--- config.mk ---
export PLATFORM = sky130hd
export DESIGN_NAME = burst_drive_gen
export DESIGN_NICKNAME = d
export VERILOG_FILES = /design/src/rtl/burst_pkg.sv /design/src/rtl/burst_cfg_regs.sv /design/src/rtl/burst_phase_timer.sv /design/src/rtl/burst_sequencer.sv /design/src/rtl/burst_drive_gen.sv
export SDC_FILE = /design/constraint.sdc
export NUM_CORES = 1
export LEC_CHECK = 0
export BUFFER_PORTS_ARGS = -buffer_cell sky130_fd_sc_hd__buf_2
export CORE_MARGIN = 2
export CORE_UTILIZATION = 50
export DETAILED_ROUTE_END_ITERATION = 10
export HOLD_SLACK_MARGIN = 0.06
export PLACE_DENSITY_LB_ADDON = 0.05
export RECOVER_POWER = 50
export SLEW_MARGIN = 30
export SYNTH_ARGS = -nofsm -noshare
export SYNTH_HDL_FRONTEND = slang
export SYNTH_HIERARCHICAL = 1
export SYNTH_SLANG_ARGS = --single-unit
export TNS_END_PERCENT = 50
--- constraint.sdc ---
create_clock -name clk -period 6.1 [get_ports clk]
set_input_delay 0.61 -clock clk [delete_from_list [all_inputs] [get_ports clk]]
set_output_delay 0.61 -clock clk [all_outputs]
set_load 0.05 [all_outputs]
--- src/rtl/burst_pkg.sv ---
package burst_pkg;

    localparam int DUR_W    = 16;
    localparam int CNT_W    = 8;
    localparam int DEAD_W   = 8;
    localparam int BYTE_W   = 8;
    localparam int ADDR_W   = 4;
    localparam int NUM_BYTES = 11;   // byte registers below the mode register

    localparam logic [ADDR_W-1:0] ADDR_ON_A_LO  = 4'd0;
    localparam logic [ADDR_W-1:0] ADDR_ON_A_HI  = 4'd1;
    localparam logic [ADDR_W-1:0] ADDR_OFF_A_LO = 4'd2;
    localparam logic [ADDR_W-1:0] ADDR_OFF_A_HI = 4'd3;
    localparam logic [ADDR_W-1:0] ADDR_ON_B_LO  = 4'd4;
    localparam logic [ADDR_W-1:0] ADDR_ON_B_HI  = 4'd5;
    localparam logic [ADDR_W-1:0] ADDR_OFF_B_LO = 4'd6;
    localparam logic [ADDR_W-1:0] ADDR_OFF_B_HI = 4'd7;
    localparam logic [ADDR_W-1:0] ADDR_CNT_A    = 4'd8;
    localparam logic [ADDR_W-1:0] ADDR_CNT_B    = 4'd9;
    localparam logic [ADDR_W-1:0] ADDR_DEAD     = 4'd10;
    localparam logic [ADDR_W-1:0] ADDR_MODE     = 4'd11;

    typedef enum logic [1:0] {
        MODE_A_ONLY    = 2'd0,
        MODE_B_ONLY    = 2'd1,
        MODE_PUSH_PULL = 2'd2,
        MODE_SPARE     = 2'd3
    } drive_mode_e;

    typedef enum logic [2:0] {
        PH_IDLE,
        PH_A_ON,
        PH_A_OFF,
        PH_B_ON,
        PH_B_OFF,
        PH_GAP_AB,
        PH_GAP_BA
    } phase_e;

    typedef struct packed {
        logic [DUR_W-1:0]  on_a;
        logic [DUR_W-1:0]  off_a;
        logic [DUR_W-1:0]  on_b;
        logic [DUR_W-1:0]  off_b;
        logic [CNT_W-1:0]  cnt_a;
        logic [CNT_W-1:0]  cnt_b;
        logic [DEAD_W-1:0] dead;
        drive_mode_e       mode;
    } burst_cfg_t;

    // Timer reload for a phase lasting len cycles; zero is stretched to one.
    function automatic logic [DUR_W-1:0] reload_of(input logic [DUR_W-1:0] len);
        return (len == '0) ? '0 : len - 1'b1;
    endfunction

endpackage

--- src/rtl/burst_cfg_regs.sv ---
module burst_cfg_regs
    import burst_pkg::*;
(
    input  logic              clk,
    input  logic              rst,
    input  logic              we,
    input  logic [ADDR_W-1:0] addr,
    input  logic [BYTE_W-1:0] wdata,
    output burst_cfg_t        cfg
);

    logic [BYTE_W-1:0] bytes_q [NUM_BYTES];
    drive_mode_e       mode_q;

    always_ff @(posedge clk) begin
        if (rst) begin
            for (int i = 0; i < NUM_BYTES; i++) begin
                bytes_q[i] <= '0;
            end
        end else if (we) begin
            for (int i = 0; i < NUM_BYTES; i++) begin
                if (addr == ADDR_W'(i)) begin
                    bytes_q[i] <= wdata;
                end
            end
        end
    end

    always_ff @(posedge clk) begin
        if (rst) begin
            mode_q <= MODE_A_ONLY;
        end else if (we && addr == ADDR_MODE) begin
            mode_q <= drive_mode_e'(wdata[1:0]);
        end
    end

    always_comb begin
        cfg.on_a  = {bytes_q[ADDR_ON_A_HI],  bytes_q[ADDR_ON_A_LO]};
        cfg.off_a = {bytes_q[ADDR_OFF_A_HI], bytes_q[ADDR_OFF_A_LO]};
        cfg.on_b  = {bytes_q[ADDR_ON_B_HI],  bytes_q[ADDR_ON_B_LO]};
        cfg.off_b = {bytes_q[ADDR_OFF_B_HI], bytes_q[ADDR_OFF_B_LO]};
        cfg.cnt_a = bytes_q[ADDR_CNT_A];
        cfg.cnt_b = bytes_q[ADDR_CNT_B];
        cfg.dead  = bytes_q[ADDR_DEAD];
        cfg.mode  = mode_q;
    end

endmodule

--- src/rtl/burst_phase_timer.sv ---
module burst_phase_timer #(
    parameter int W = 16
) (
    input  logic         clk,
    input  logic         rst,
    input  logic         load,
    input  logic [W-1:0] load_val,
    output logic         expired
);

    logic [W-1:0] count_q;

    always_ff @(posedge clk) begin
        if (rst) begin
            count_q <= '0;
        end else if (load) begin
            count_q <= load_val;
        end else if (count_q != '0) begin
            count_q <= count_q - 1'b1;
        end
    end

    assign expired = (count_q == '0);

endmodule

--- src/rtl/burst_sequencer.sv ---
module burst_sequencer
    import burst_pkg::*;
(
    input  logic             clk,
    input  logic             rst,
    input  logic             start,
    input  burst_cfg_t       cfg_live,
    input  logic             timer_zero,
    output logic             timer_load,
    output logic [DUR_W-1:0] timer_val,
    output phase_e           phase,
    output logic             done,
    output burst_cfg_t       run_cfg,
    output logic [CNT_W-1:0] pulses_left
);

    phase_e           phase_q, phase_d;
    burst_cfg_t       run_q, run_d;
    logic [CNT_W-1:0] left_q, left_d;
    logic             done_q, done_d;
    logic             push_pull;
    logic             last_pulse;

    assign push_pull  = (run_q.mode == MODE_PUSH_PULL);
    assign last_pulse = (left_q == CNT_W'(1));

    always_comb begin
        phase_d    = phase_q;
        run_d      = run_q;
        left_d     = left_q;
        done_d     = 1'b0;
        timer_load = 1'b0;
        timer_val  = '0;
        unique case (phase_q)
            PH_IDLE: begin
                if (start) begin
                    run_d = cfg_live;
                    if (cfg_live.mode == MODE_B_ONLY) begin
                        left_d    = cfg_live.cnt_b;
                        timer_val = reload_of(cfg_live.on_b);
                        if (cfg_live.cnt_b != '0) begin
                            phase_d    = PH_B_ON;
                            timer_load = 1'b1;
                        end else begin
                            done_d = 1'b1;
                        end
                    end else begin
                        left_d    = cfg_live.cnt_a;
                        timer_val = reload_of(cfg_live.on_a);
                        if (cfg_live.cnt_a != '0) begin
                            phase_d    = PH_A_ON;
                            timer_load = 1'b1;
                        end else begin
                            done_d = 1'b1;
                        end
                    end
                end
            end
            PH_A_ON: begin
                if (timer_zero) begin
                    timer_load = 1'b1;
                    if (push_pull) begin
                        phase_d   = PH_GAP_AB;
                        timer_val = reload_of(DUR_W'(run_q.dead));
                    end else begin
                        phase_d   = PH_A_OFF;
                        timer_val = reload_of(run_q.off_a);
                    end
                end
            end
            PH_A_OFF: begin
                if (timer_zero) begin
                    if (last_pulse) begin
                        phase_d = PH_IDLE;
                        left_d  = '0;
                        done_d  = 1'b1;
                    end else begin
                        phase_d    = PH_A_ON;
                        left_d     = left_q - 1'b1;
                        timer_load = 1'b1;
                        timer_val  = reload_of(run_q.on_a);
                    end
                end
            end
            PH_GAP_AB: begin
                if (timer_zero) begin
                    phase_d    = PH_B_ON;
                    timer_load = 1'b1;
                    timer_val  = reload_of(run_q.on_b);
                end
            end
            PH_B_ON: begin
                if (timer_zero) begin
                    timer_load = 1'b1;
                    if (push_pull) begin
                        phase_d   = PH_GAP_BA;
                        timer_val = reload_of(DUR_W'(run_q.dead));
                    end else begin
                        phase_d   = PH_B_OFF;
                        timer_val = reload_of(run_q.off_b);
                    end
                end
            end
            PH_B_OFF: begin
                if (timer_zero) begin
                    if (last_pulse) begin
                        phase_d = PH_IDLE;
                        left_d  = '0;
                        done_d  = 1'b1;
                    end else begin
                        phase_d    = PH_B_ON;
                        left_d     = left_q - 1'b1;
                        timer_load = 1'b1;
                        timer_val  = reload_of(run_q.on_b);
                    end
                end
            end
            PH_GAP_BA: begin
                if (timer_zero) begin
                    if (last_pulse) begin
                        phase_d = PH_IDLE;
                        left_d  = '0;
                        done_d  = 1'b1;
                    end else begin
                        phase_d    = PH_A_ON;
                        left_d     = left_q - 1'b1;
                        timer_load = 1'b1;
                        timer_val  = reload_of(run_q.on_a);
                    end
                end
            end
            default: begin
                phase_d = PH_IDLE;
            end
        endcase
    end

    always_ff @(posedge clk) begin
        if (rst) begin
            phase_q <= PH_IDLE;
            run_q   <= '0;
            left_q  <= '0;
            done_q  <= 1'b0;
        end else begin
            phase_q <= phase_d;
            run_q   <= run_d;
            left_q  <= left_d;
            done_q  <= done_d;
        end
    end

    assign phase       = phase_q;
    assign done        = done_q;
    assign run_cfg     = run_q;
    assign pulses_left = left_q;

endmodule

--- src/rtl/burst_drive_gen.sv ---
module burst_drive_gen
    import burst_pkg::*;
(
    input  logic       clk,
    input  logic       rst,
    input  logic       cfg_we,
    input  logic [3:0] cfg_addr,
    input  logic [7:0] cfg_wdata,
    input  logic       start,
    output logic       drive_a,
    output logic       drive_b,
    output logic       busy,
    output logic       done
);

    burst_cfg_t       cfg_live;
    burst_cfg_t       run_cfg;
    phase_e           phase;
    logic             timer_load;
    logic [DUR_W-1:0] timer_val;
    logic             timer_zero;
    logic [CNT_W-1:0] pulses_left;

    burst_cfg_regs u_regs (
        .clk   (clk),
        .rst   (rst),
        .we    (cfg_we),
        .addr  (cfg_addr),
        .wdata (cfg_wdata),
        .cfg   (cfg_live)
    );

    burst_phase_timer #(.W(DUR_W)) u_timer (
        .clk      (clk),
        .rst      (rst),
        .load     (timer_load),
        .load_val (timer_val),
        .expired  (timer_zero)
    );

    burst_sequencer u_seq (
        .clk         (clk),
        .rst         (rst),
        .start       (start),
        .cfg_live    (cfg_live),
        .timer_zero  (timer_zero),
        .timer_load  (timer_load),
        .timer_val   (timer_val),
        .phase       (phase),
        .done        (done),
        .run_cfg     (run_cfg),
        .pulses_left (pulses_left)
    );

    assign drive_a = (phase == PH_A_ON);
    assign drive_b = (phase == PH_B_ON);
    assign busy    = (phase != PH_IDLE);

endmodule

==> impl_metrics.tcl <==
set metrics [dict create \
    outcome "finished with violations" \
    violations "max-capacitance violations, max-slew violations" \
    initial_core_util_pct 51.2 \
    grtUsageMet2_pct 40.6 \
    combPwrFrac_pct 37.7 \
    hp-start "u_seq/run_cfg[0]" \
    cts_tree "built" \
    synth_nets 1252 \
    dieWidth_um 148 \
    clockBufferDepth 2 \
    cts_root_buffer "clkbuf_16" \
    cp_top_family "buffers and inverters" \
    vias_per_cell 5.98 \
    worst_setup_path_start_kind "input pin" \
    routed-via-count 8879 \
    power_uw 4670 \
    cts.reportedPaths.clkPinSlew_ns 0.08 \
    dp_hpwl_mm 21.0 \
    ir_drop_uv 224 \
    crit_chain "clkbuf_1, buf_4, nor2_1, a21oi_1, a31oi_1, and3_1" \
    grt_util_all_layers_pct 27.6 \
    critPathMaxStageDelay_ns 2.14 \
    place_congestion 1.03 \
    antenna_cells 0 \
    core-area_um2 20400 \
    powerDensity_nw_per_um2 414 \
    worstHoldEndpoint "u_seq/run_cfg[0]" \
    drt_iter0_markers 910 \
    wl_per_cell_um 19.9 \
    grt_pass1_vias 8108 \
    drv_cap 1 \
    cts_sinks 192 \
    holdPathStages 2 \
    finalCriticalPeriod_ns 3.91 \
    drcViolationCount 0 \
    path_buf_inv 2 \
    num_rows 52 \
    final_net_count 1228 \
    p_int_uw 2760 \
    use_met3_pct 4.85 \
    grt_busiest_layer "met1" \
    hold_class "flop to flop" \
    fin_crit_sh_pct 64.1 \
    syn-instance-count 1226 \
    r2r.worst_path.cells 11 \
    rsz0062_at_grt "no" \
    crit_path_end_kind "flop" \
    num-fill-cells 1898 \
    cts_hold_buf 0 \
    postCtsSetupBuffers 0 \
    met1_usage_pct 41.4 \
    grt_overflow 0 \
    critPathKind "input pin to flop" \
    grt_pass1_wl_mm 46.6 \
    critPathRequiredTime_ns 6.44 \
    drive_gt1_share_pct 7.65 \
    antenna_found_initial 0 \
    reg2reg_slack_ns 2.24 \
    setup_viol 0 \
    arrival_ns 4.25 \
    seq_power_share_pct 37.3 \
    io_buffers 19 \
    cts-htree-levels 4 \
    ios 20 \
    cts_buffers 17 \
    dieArea_um2 22000 \
    cts.repair.resized 0 \
    ant_nets 0 \
    crit_slowest_cell "clkbuf_1" \
    rr_startpoint "u_timer/count_q[0]" \
    worstSkewPairLatency_ns 0.45 \
    routed_wirelength_mm 29.6 \
    syn-cell-area_um2 10400 \
    die_h_um 148 \
    max_freq_mhz 256 \
    area_delta_synth_final_pct 8.02 \
    tightest_slew_ns 3.08 \
    drt_pass1_iterations 5 \
    stdcell_area_um2 11300 \
    rr_endpoint "u_timer/count_q[13]" \
    yosysWarnings 6 \
    tns_ns 0 \
    leakage_uw 0.00392 \
    p_clk_share_pct 25.0 \
    slew_viol_final 71 \
    synth_area_per_cell_um2 8.51 \
    maxSlewHeadroom_pct -105 \
    placed_cell_area_um2 10600 \
    hold_viol 0 \
    grt_max_degree 80 \
    p_sw_uw 1910 \
    fin_worst_skew_ns 0.0139 \
    path_max_fanout 70 \
    p_sw_share_pct 40.9 \
]
==> stage by stage <==
stage          utilization [%]  cells  hold WS, ns  setup WS [ns]
6_report                  55.4   1485        0.469           2.19
5_1_grt                   55.4   1485        0.486           1.82
4_1_cts                   55.3   1485        0.469           2.03
3_5_place_dp              52.2   1453        0.458           2.07
3_3_place_gp              52.2   1453        0.455           2.15
2_1_floorplan                -   1226        0.445           2.15
==> power groups by stage <==
stage / registers [uW] / clock network, uW / logic (uW)
final: 1740 / 1170 / 1760
after global placement: 1760 / 0 / 1720
after CTS: 1730 / 1190 / 1730
after global routing: 1770 / 1240 / 1930
after detailed placement: 1760 / 0 / 1710
after floorplan: 1680 / 0 / 1370
==> worst max path at each step <==
stage,startpoint,to,slack [ns],cells past startpoint
floorplan,u_timer/count_q[0],u_timer/count_q[13],2.15,14
finish,rst,u_timer/count_q[15],2.19,6
detailed placement,u_timer/count_q[0],u_timer/count_q[13],2.07,11
global route,rst,u_timer/count_q[15],1.82,6
CTS,u_timer/count_q[0],u_timer/count_q[13],2.03,11
global placement,u_timer/count_q[0],u_timer/count_q[13],2.15,11
==> metal layers <==
layer	vias to the layer above	part of all wire [%]
li1	4303	-
met4	0	2.3
met3	41	6.4
met5	-	0
met1	4225	48
met2	310	43
==> tightest hold or removal path: stages (launching register included) <==
cell and delay [ns]:
dfxtp_1 0.32, nand2_1 0.05, a21oi_1 0.05
==> placed cells by master, fill, tap and decap left out, types with 4 or more instances in the layout <==
master       n
nor3_1      39
o221ai_1     5
nor3b_1      8
ha_1        10
clkbuf_1     4
o31ai_1     12
a31oi_1      4
clkbuf_16   17
nor2b_1      8
or2_2        5
or3_1       10
buf_4        4
or4_1       13
clkinv_8     6
xnor2_1     50
o211ai_1     9
a211o_1      7
mux2i_1     12
nand2b_1    27
nand3b_1     4
edfxtp_1    88
o32ai_1      5
xor2_1      23
nand2_2      6
o21ai_0     28
o22ai_1     32
nand2_1    228
nor4b_1      5
nand4_1      6
nor2_1     151
buf_2       16
nor4_1      24
dfxtp_1    104
a21oi_1    112
nand3_1     17
inv_1       30
==> sequential cells by signal, indices dropped and copies added, names as in the netlist <==
| name | cells |
|---|---|
| u_regs/bytes_q | 88 |
| u_seq/phase | 3 |
| u_seq/run_cfg | 74 |
| u_timer/count_q | 16 |
| u_seq/done | 1 |
| u_regs/mode_q | 2 |
| u_seq/pulses_left | 8 |
==> layout make-up <==
class | instances | area [um2] | share of cell area, %
timing repair buffer | 23 | 121 | 1.08
sequential | 192 | 4720 | 41.9
multi-input combinational | 938 | 5350 | 47.5
inverter | 30 | 113 | 0.999
tap | 270 | 338 | 3.00
clock buffer | 18 | 429 | 3.81
clock inverter | 14 | 196 | 1.74
Note: power is estimated with default switching activity, not from simulation.
